**src/rtl/mbflag_pkg.sv**
```systemverilog
package mbflag_pkg;
  localparam int FIFO_LO        = 8;
  localparam int FIFO_OVF_BIT   = 7;
  localparam int FIFO_WARN_BIT  = 6;
  localparam int FIFO_AVAIL_BIT = 5;

  localparam logic [7:0] FLAG_OFS_DEF = 8'h30;
  localparam logic [7:0] MASK_OFS_DEF = 8'h28;

  typedef enum logic [1:0] {
    SEL_NONE = 2'd0,
    SEL_FLAG = 2'd1,
    SEL_MASK = 2'd2
  } reg_sel_e;
endpackage

```
**src/rtl/mbflag_setsrc.sv**
```systemverilog
module mbflag_setsrc
  import mbflag_pkg::*;
#(
  parameter int NUM_BUF = 32
) (
  input  logic [NUM_BUF-1:0] buf_done,
  input  logic               fifo_ovf_pulse,
  input  logic               fifo_warn_pulse,
  input  logic               fifo_avail_pulse,
  input  logic               fifo_mode,
  output logic [NUM_BUF-1:0] set_vec
);
  // Per-bit set sources; the low byte is remapped in FIFO mode.
  function automatic logic [NUM_BUF-1:0] build_set(
    input logic [NUM_BUF-1:0] done,
    input logic ovf, input logic warn, input logic avail,
    input logic fm);
    logic [NUM_BUF-1:0] v;
    v = done;
    if (fm) begin
      v[FIFO_LO-1:0]    = '0;
      v[FIFO_OVF_BIT]   = ovf;
      v[FIFO_WARN_BIT]  = warn;
      v[FIFO_AVAIL_BIT] = avail;
    end
    return v;
  endfunction

  assign set_vec = build_set(buf_done, fifo_ovf_pulse, fifo_warn_pulse,
                             fifo_avail_pulse, fifo_mode);

  // unused low buffers never produce a set in FIFO mode
  always_comb begin
    if (fifo_mode) a_r9_low_silent: assert (set_vec[4:0] == '0);
  end
endmodule

```
**src/rtl/mbflag_regs.sv**
```systemverilog
module mbflag_regs
  import mbflag_pkg::*;
#(
  parameter int         NUM_BUF  = 32,
  parameter int         ADDR_W   = 8,
  parameter logic [7:0] FLAG_OFS = FLAG_OFS_DEF,
  parameter logic [7:0] MASK_OFS = MASK_OFS_DEF
) (
  input  logic               clk,
  input  logic               rst_n,
  input  logic               bus_wr,
  input  logic [ADDR_W-1:0]  bus_addr,
  input  logic [NUM_BUF-1:0] bus_wdata,
  input  logic [NUM_BUF-1:0] set_vec,
  output logic [NUM_BUF-1:0] clr_vec,
  output logic [NUM_BUF-1:0] flag_q,
  output logic [NUM_BUF-1:0] mask_q,
  output logic [NUM_BUF-1:0] bus_rdata
);
  localparam logic [ADDR_W-1:0] FLAG_A = ADDR_W'(FLAG_OFS);
  localparam logic [ADDR_W-1:0] MASK_A = ADDR_W'(MASK_OFS);

  function automatic reg_sel_e decode(input logic [ADDR_W-1:0] a);
    if (a == FLAG_A)      return SEL_FLAG;
    else if (a == MASK_A) return SEL_MASK;
    else                  return SEL_NONE;
  endfunction

  // Hardware set has priority over the software clear.
  function automatic logic [NUM_BUF-1:0] next_flag(
    input logic [NUM_BUF-1:0] cur, input logic [NUM_BUF-1:0] set,
    input logic [NUM_BUF-1:0] clr);
    return (cur & ~clr) | set;
  endfunction

  reg_sel_e sel;
  logic     mask_we;

  assign sel     = decode(bus_addr);
  assign clr_vec = (bus_wr && sel == SEL_FLAG) ? bus_wdata : '0;
  assign mask_we = bus_wr && sel == SEL_MASK;

  always_ff @(posedge clk or negedge rst_n) begin
    if (!rst_n) begin
      flag_q <= '0;
      mask_q <= '0;
    end else begin
      flag_q <= next_flag(flag_q, set_vec, clr_vec);
      if (mask_we) mask_q <= bus_wdata;
    end
  end

  always_comb begin
    unique case (sel)
      SEL_FLAG: bus_rdata = flag_q;
      SEL_MASK: bus_rdata = mask_q;
      default:  bus_rdata = '0;
    endcase
  end

  // a set pulse is visible after the edge
  a_r2_set_lands: assert property (@(posedge clk) disable iff (!rst_n)
    (set_vec != '0) |=> ((flag_q & $past(set_vec)) == $past(set_vec)));

  // write-1 clears where no set collides
  a_r3_w1c: assert property (@(posedge clk) disable iff (!rst_n)
    ((clr_vec & ~set_vec) != '0) |=> ((flag_q & $past(clr_vec & ~set_vec)) == '0));

  // without set or clear the flags hold
  a_r3_hold: assert property (@(posedge clk) disable iff (!rst_n)
    (set_vec == '0 && clr_vec == '0) |=> $stable(flag_q));

  // mask write lands whole
  a_r5_mask_load: assert property (@(posedge clk) disable iff (!rst_n)
    mask_we |=> (mask_q == $past(bus_wdata)));

  // no write to the mask from other offsets
  a_r12_mask_hold: assert property (@(posedge clk) disable iff (!rst_n)
    !mask_we |=> $stable(mask_q));
endmodule

```
**src/rtl/mbflag_out.sv**
```systemverilog
module mbflag_out
  import mbflag_pkg::*;
#(
  parameter int NUM_BUF = 32
) (
  input  logic [NUM_BUF-1:0] flag_q,
  input  logic [NUM_BUF-1:0] mask_q,
  input  logic               fifo_mode,
  input  logic               abort_mode,
  input  logic [NUM_BUF-1:0] buf_is_tx,
  output logic               irq_req,
  output logic [NUM_BUF-1:0] wr_block
);
  assign irq_req = |(flag_q & mask_q);

  for (genvar i = 0; i < NUM_BUF; i++) begin : g_blk
    if (i < FIFO_LO) begin : g_low
      assign wr_block[i] = abort_mode & buf_is_tx[i] & flag_q[i] & ~fifo_mode;
    end else begin : g_high
      assign wr_block[i] = abort_mode & buf_is_tx[i] & flag_q[i];
    end
  end

  // a block never exists without its flag and abort mode
  always_comb begin
    a_r11_block_needs_flag: assert ((wr_block & ~flag_q) == '0);
    if (!abort_mode) a_r11_block_needs_abort: assert (wr_block == '0);
    if (fifo_mode) a_r11_fifo_low_free: assert (wr_block[FIFO_LO-1:0] == '0);
  end
endmodule

```
**src/rtl/mbflag_ctrl.sv**
```systemverilog
module mbflag_ctrl
  import mbflag_pkg::*;
#(
  parameter int         NUM_BUF  = 32,
  parameter int         ADDR_W   = 8,
  parameter logic [7:0] FLAG_OFS = FLAG_OFS_DEF,
  parameter logic [7:0] MASK_OFS = MASK_OFS_DEF
) (
  input  logic               clk,
  input  logic               rst_n,
  input  logic               bus_wr,
  input  logic [ADDR_W-1:0]  bus_addr,
  input  logic [NUM_BUF-1:0] bus_wdata,
  output logic [NUM_BUF-1:0] bus_rdata,
  input  logic [NUM_BUF-1:0] buf_done,
  input  logic               fifo_ovf_pulse,
  input  logic               fifo_warn_pulse,
  input  logic               fifo_avail_pulse,
  input  logic               fifo_mode,
  input  logic               abort_mode,
  input  logic [NUM_BUF-1:0] buf_is_tx,
  output logic               irq_req,
  output logic [NUM_BUF-1:0] wr_block
);
  logic [NUM_BUF-1:0] set_vec;
  logic [NUM_BUF-1:0] clr_vec;
  logic [NUM_BUF-1:0] flag_q;
  logic [NUM_BUF-1:0] mask_q;

  mbflag_setsrc #(.NUM_BUF(NUM_BUF)) u_set (
    .buf_done(buf_done), .fifo_ovf_pulse(fifo_ovf_pulse),
    .fifo_warn_pulse(fifo_warn_pulse), .fifo_avail_pulse(fifo_avail_pulse),
    .fifo_mode(fifo_mode), .set_vec(set_vec));

  mbflag_regs #(.NUM_BUF(NUM_BUF), .ADDR_W(ADDR_W),
                .FLAG_OFS(FLAG_OFS), .MASK_OFS(MASK_OFS)) u_regs (
    .clk(clk), .rst_n(rst_n), .bus_wr(bus_wr), .bus_addr(bus_addr),
    .bus_wdata(bus_wdata), .set_vec(set_vec), .clr_vec(clr_vec),
    .flag_q(flag_q), .mask_q(mask_q), .bus_rdata(bus_rdata));

  mbflag_out #(.NUM_BUF(NUM_BUF)) u_out (
    .flag_q(flag_q), .mask_q(mask_q), .fifo_mode(fifo_mode),
    .abort_mode(abort_mode), .buf_is_tx(buf_is_tx),
    .irq_req(irq_req), .wr_block(wr_block));

  // a collided bit survives its own clear
  a_r4_set_wins: assert property (@(posedge clk) disable iff (!rst_n)
    ((set_vec & clr_vec) != '0) |=>
      ((flag_q & $past(set_vec & clr_vec)) == $past(set_vec & clr_vec)));

  // a request always has a flag behind it
  a_r6_irq_source: assert property (@(posedge clk) disable iff (!rst_n)
    irq_req |-> (flag_q != '0 && mask_q != '0));

  // the cycle after reset release starts clean
  a_r1_reset_clean: assert property (@(posedge clk)
    $rose(rst_n) |-> (flag_q == '0 && mask_q == '0 && !irq_req));
endmodule

```
**config.mk**
```make
export PLATFORM = sky130hd
export DESIGN_NAME = mbflag_ctrl
export DESIGN_NICKNAME = d
export VERILOG_FILES = /design/src/rtl/mbflag_pkg.sv /design/src/rtl/mbflag_setsrc.sv /design/src/rtl/mbflag_regs.sv /design/src/rtl/mbflag_out.sv /design/src/rtl/mbflag_ctrl.sv
export SDC_FILE = /design/constraint.sdc
export NUM_CORES = 1
export LEC_CHECK = 0
export BUFFER_PORTS_ARGS = -buffer_cell sky130_fd_sc_hd__buf_2
export CORE_UTILIZATION = 50
export CTS_BUF_LIST = sky130_fd_sc_hd__clkbuf_8
export DETAILED_ROUTE_END_ITERATION = 7
export PLACE_DENSITY = 0.85
export SYNTH_ARGS = -nofsm -noshare
export SYNTH_HDL_FRONTEND = slang
export SYNTH_SLANG_ARGS = --single-unit
```
**constraint.sdc**
```tcl
create_clock -name clk -period 4.85 [get_ports clk]
set_clock_uncertainty 0.2 [all_clocks]
set_input_delay 0.97 -clock clk [delete_from_list [all_inputs] [get_ports clk]]
set_output_delay 0.97 -clock clk [all_outputs]
set_load 0.005 [all_outputs]
```
; ---- Word level (Yosys, flattened, before mapping)
; Index checks and enable logic that the tools add are counted.
[totals]
out_inout_bits = 65
ff_bits = 64
inputBits = 112
[op_classes]
eq_ne = 4
muxes = 5
n_reduce_logical = 3
bitwise_logic = 77
[ops]
columns = op, count
row1 = 1-bit bitwise AND, 72
row2 = 32-bit bitwise AND, 2
row3 = 32-bit one-hot mux with 2 select lines, 1
row4 = 32-bit 2-to-1 mux, 1
row5 = 32-bit NOT, 1
row6 = 32-bit bitwise OR, 1
row7 = 32-bit OR reduction, 1
row8 = 8-bit by 6-bit == test with 1-bit output (second input constant), 2
row9 = 8-bit 2-to-1 mux, 1
row10 = 2-bit 2-to-1 mux, 2
row11 = 2-bit by 1-bit == test with 1-bit output (second input constant), 1
row12 = 2-bit == test (second input constant), 1
row13 = 1-bit logical AND, 2
row14 = 1-bit NOT, 1

; ---- Logic depth before layout (Yosys ltp)
[depth]
ltp_word = 9
depth_mapped = 5
mapped_depth_nobuf = 3

; ---- Modules after synthesis
; From an unflattened synthesis, not the netlist that was laid out.
[hier_totals]
hier_cells = 423
hier_area_um2 = 3962.6
[by_module_without_submodules]
columns = module, instances, seq_area_each_um2, cells_per_inst, area_per_inst_um2
row1 = mbflag_regs, 1, 1601.5, 335, 3331.9
row2 = mbflag_out, 1, 0.0, 56, 372.9
row3 = mbflag_setsrc, 1, 0.0, 32, 257.7

; ---- Worst setup path before layout
; Ideal clock, no wire load.
[synth_timing]
path_kind = input -> output
from = input port bus_addr[2]
to = output port bus_rdata[0]
path_stages = 5
required_ns = 3.680
arrival_time_ns = 2.052
path_buffers = 2
slack_ns = 1.628
path_cell_list = nor4b_4 -> and3_1 -> clkbuf_1 -> buf_2 -> a22o_1
[synth_via]
elab_chain_len = 5
word_cells_on_any_way = 7
cone_classes = 4 x eq/ne / 3 x mux
[synth_lines]
columns = item, line
row1 = from (decl), mbflag_ctrl.sv:12  ; input logic [ADDR_W-1:0] bus_addr,
row2 = 8-bit by 6-bit == test with 1-bit output, mbflag_regs.sv:25  ; else if (a == MASK_A) return SEL_MASK;
row3 = 2-bit 2-to-1 mux, mbflag_regs.sv:25
row4 = 2-bit 2-to-1 mux (*), mbflag_regs.sv:24  ; if (a == FLAG_A) return SEL_FLAG;
row5 = 2-bit == test or 2-bit by 1-bit == test with 1-bit output (tied branches), mbflag_regs.sv:54  ; unique case (sel)
row6 = 32-bit one-hot mux with 2 select lines (*), mbflag_regs.sv:54
row7 = to (decl), mbflag_ctrl.sv:14  ; output logic [NUM_BUF-1:0] bus_rdata,
; Mark *: on every way between the ends. The rest lies on a longest branch, timed or not.

; ---- Worst setup path after layout
[layout_timing]
from = input port bus_addr[2]
to = output port bus_rdata[22]
; The elaborated chain is that of the path after synthesis.

==> results_dict.tcl <==
set metrics [dict create \
    outcome "finished, violations left" \
    failed_checks "DRC" \
    timing.critical_path.from "bus_addr[2]" \
    cp_num_cells 7 \
    layoutNonFillerInstCount 532 \
    r2r_cells 1 \
    fin_nets 562 \
    worstPathRequired_ns 3.68 \
    place.detailed.hpwl_um 7300 \
    arrival_ns 2.64 \
    tritoncts "done" \
    path_clk_slew_ns 0.07 \
    p_leak_nw 2.38 \
    cts_setup_buffers 0 \
    synth_area_sq_um 3370 \
    fmax_ghz 0.262 \
    first_iter_violations 238 \
    postRouteAntennaNets 0 \
    fill_cells 498 \
    r2r_end "u_regs.flag_q[5]$_DFF_PN0_" \
    r2r_slack_ns 3.76 \
    grt_max_degree 37 \
    end_kind "output pin" \
    r2r_start "u_regs.flag_q[5]$_DFF_PN0_" \
    drtPass1Iterations 7 \
    syn_area_per_cell_sq_um 12.0 \
    syn-num-nets 392 \
    hold_viol 0 \
    slew_headroom_pct 43.2 \
    min_path_type "register to register" \
    dp_cells 516 \
    drc 22 \
    finalCritPeriodShare_pct 78.6 \
    crit_family "buffers and inverters" \
    antenna_found_initial 0 \
    place_congestion 0.827 \
    synthTopCellsByArea "dfrtp_1 (47%), mux2_4 (12%), a22o_1 (9.6%), nand4_1 (6.7%), and3_1 (6.1%)" \
    synth_edf_count 0 \
    crit_buf_inv 4 \
    cts.path.max_buffers 2 \
    peakVddDrop_mv 0.175 \
    max_stage_delay_ns 0.37 \
    viasPerCell 6.04 \
    yosys_warnings 0 \
    synth.distinct_cells 22 \
    tightest_slew_ns 0.850 \
    setup_violations 0 \
    yosysSeqAreaShare_pct 47.5 \
    drv_cap 0 \
    grt_pass1_wl_um 16100 \
    cp_slowest_cell "buf_4" \
    rsz0062_at_grt "no" \
    die_h_um 84.1 \
    worstPathCellList "buf_2 -> nor4b_4 -> buf_4 -> and3_1 -> buf_4 -> a22o_1 -> buf_2" \
    tns_ns 0 \
    hold_buffers 0 \
    slew_viol_final 0 \
    vias 3214 \
    grt_use_total_pct 29.5 \
    power_density_nw_per_um2 260 \
    cts_buffers 9 \
    die_w_um 84.1 \
    path_class "primary input to output pin" \
    ys.flop_type "dfrtp_1" \
    cts.repair.resized 0 \
    fp.coreArea_sq_um 6420 \
    synth_top_area_cell "dfrtp_1" \
    critPathLaunchType "primary input" \
    grt_pass1_vias 3166 \
    synth_top_cell_area_share_pct 47.5 \
    timing.final.ws_setup_ns 1.04 \
    synthArstFlopShare_pct 100 \
    port_buffers 176 \
    clkSinkCount 64 \
    cts-root-buf "clkbuf_8" \
    multi_input_area_sq_um 1670 \
    syn_to_final_growth_pct 33.6 \
    critPathCapture "bus_rdata[22]" \
    globalRouteOverflowTotal 0 \
    cts-htree-levels 3 \
    timing.critical_path.fanout_max 27 \
    die-area_sq_um 7080 \
    sequential_cell_area_sq_um 1600 \
    wl_per_cell_um 19.3 \
    pin_count 177 \
    start_util_pct 52.5 \
    worstSkewPairLatency_ns 0.32 \
    syn_inst 280 \
    wl_um 10300 \
    synth_seq_cells 64 \
    placement_rows 29 \
    layout-drive-gt1-share_pct 50.1 \
    place_ws_ns 1.06 \
    period_minus_slack_ns 3.81 \
    antennaDiodeCount 0 \
]
==> routing by layer <==
metal	GRT usage (%)	up-vias	share of wire, %	wire [um]
met4	11.6	0	2.4	242
met5	0	-	0	0
li1	-	1461	-	-
met1	38.5	1574	42	4270
met2	48.7	155	49	5050
met3	5.44	24	6.8	702
==> worst min-delay path by stage <==
stage | from | endpoint | slack, ns | cells past startpoint
4_1_cts | u_regs.flag_q[17]$_DFF_PN0_ | u_regs.flag_q[17]$_DFF_PN0_ | 0.33 | 1
3_5_place_dp | u_regs.flag_q[17]$_DFF_PN0_ | u_regs.flag_q[17]$_DFF_PN0_ | 0.31 | 1
6_report | u_regs.flag_q[17]$_DFF_PN0_ | u_regs.flag_q[17]$_DFF_PN0_ | 0.33 | 1
2_1_floorplan | u_regs.flag_q[12]$_DFF_PN0_ | u_regs.flag_q[12]$_DFF_PN0_ | 0.29 | 1
3_3_place_gp | u_regs.flag_q[28]$_DFF_PN0_ | u_regs.flag_q[28]$_DFF_PN0_ | 0.31 | 1
5_1_grt | u_regs.mask_q[15]$_DFFE_PN0P_ | u_regs.mask_q[15]$_DFFE_PN0P_ | 0.35 | 1
==> Yosys cell counts, types with 2 or more instances <==
cell type and number:
mux2_4 27, nand4_1 36, buf_2 8, nor2b_1 5
mux2_2 2, a21o_1 24, a22o_1 37, clkbuf_1 11
a22oi_1 16, a221o_1 3, dfrtp_1 64, and3_1 33
buf_6 3, mux2_1 3
==> sequential cells by signal, indices dropped and copies added (netlist names) <==
| signal | count |
|---|---|
| u_regs.mask_q | 32 |
| u_regs.flag_q | 32 |
==> placed cells by master (no fill, tap or decap) <==
cell | synthesis | routed
nand4_4 | 0 | 1
mux2_4 | 27 | 27
nand4_1 | 36 | 36
dfrtp_1 | 64 | 64
inv_1 | 1 | 3
nor2_1 | 1 | 1
clkbuf_8 | 0 | 11
a221o_1 | 3 | 3
nor4b_4 | 1 | 2
buf_12 | 0 | 1
buf_2 | 8 | 176
mux2_2 | 2 | 2
nor2b_1 | 5 | 5
a22oi_1 | 16 | 16
a21o_1 | 24 | 24
bufinv_16 | 0 | 1
or4_1 | 1 | 1
and3_1 | 33 | 33
clkinv_2 | 0 | 2
and2_1 | 0 | 1
buf_4 | 0 | 5
mux2_1 | 3 | 3
a22o_1 | 37 | 37
==> through the flow <==
| stage | total power, mW | hold slack, ns | instance area [sq um] | utilization, % |
|---|---|---|---|---|
| after floorplan | 0.624 | 0.286 | 3370 | - |
| after global placement | 0.717 | 0.308 | 4310 | 67.0 |
| after detailed placement | 0.721 | 0.312 | 4310 | 67.0 |
| after CTS | 1.17 | 0.327 | 4500 | 70.1 |
| after global routing | 1.22 | 0.349 | 4500 | 70.1 |
| final | 1.17 | 0.330 | 4500 | 70.1 |
==> area by class of cell <==
class,count,area share [%]
repair buffers,182,20.8
flip-flops and latches,64,35.6
clock inverters,5,1.06
multi-input cells,192,37.0
well taps,77,2.14
clock buffers,11,3.36
inverters,1,0.0833
==> kinds of logic (layout without fill, tap and decap cells) <==
logic type | count (synthesis) | count (layout) | share of synthesized area, %
compound gates | 80 | 80 | 19.4
buf+inv | 24 | 199 | 3.64
flops | 64 | 64 | 47.5
mux | 32 | 32 | 13.7
simple gates | 80 | 80 | 15.8
==> power by group <==
part           internal, mW  total [mW]  switching (mW)
combinational        0.0798       0.153          0.0732
sequential            0.547       0.559          0.0124
clock                 0.260       0.457           0.197
total                 0.887        1.17           0.283
(Power assumes the default switching activity.)
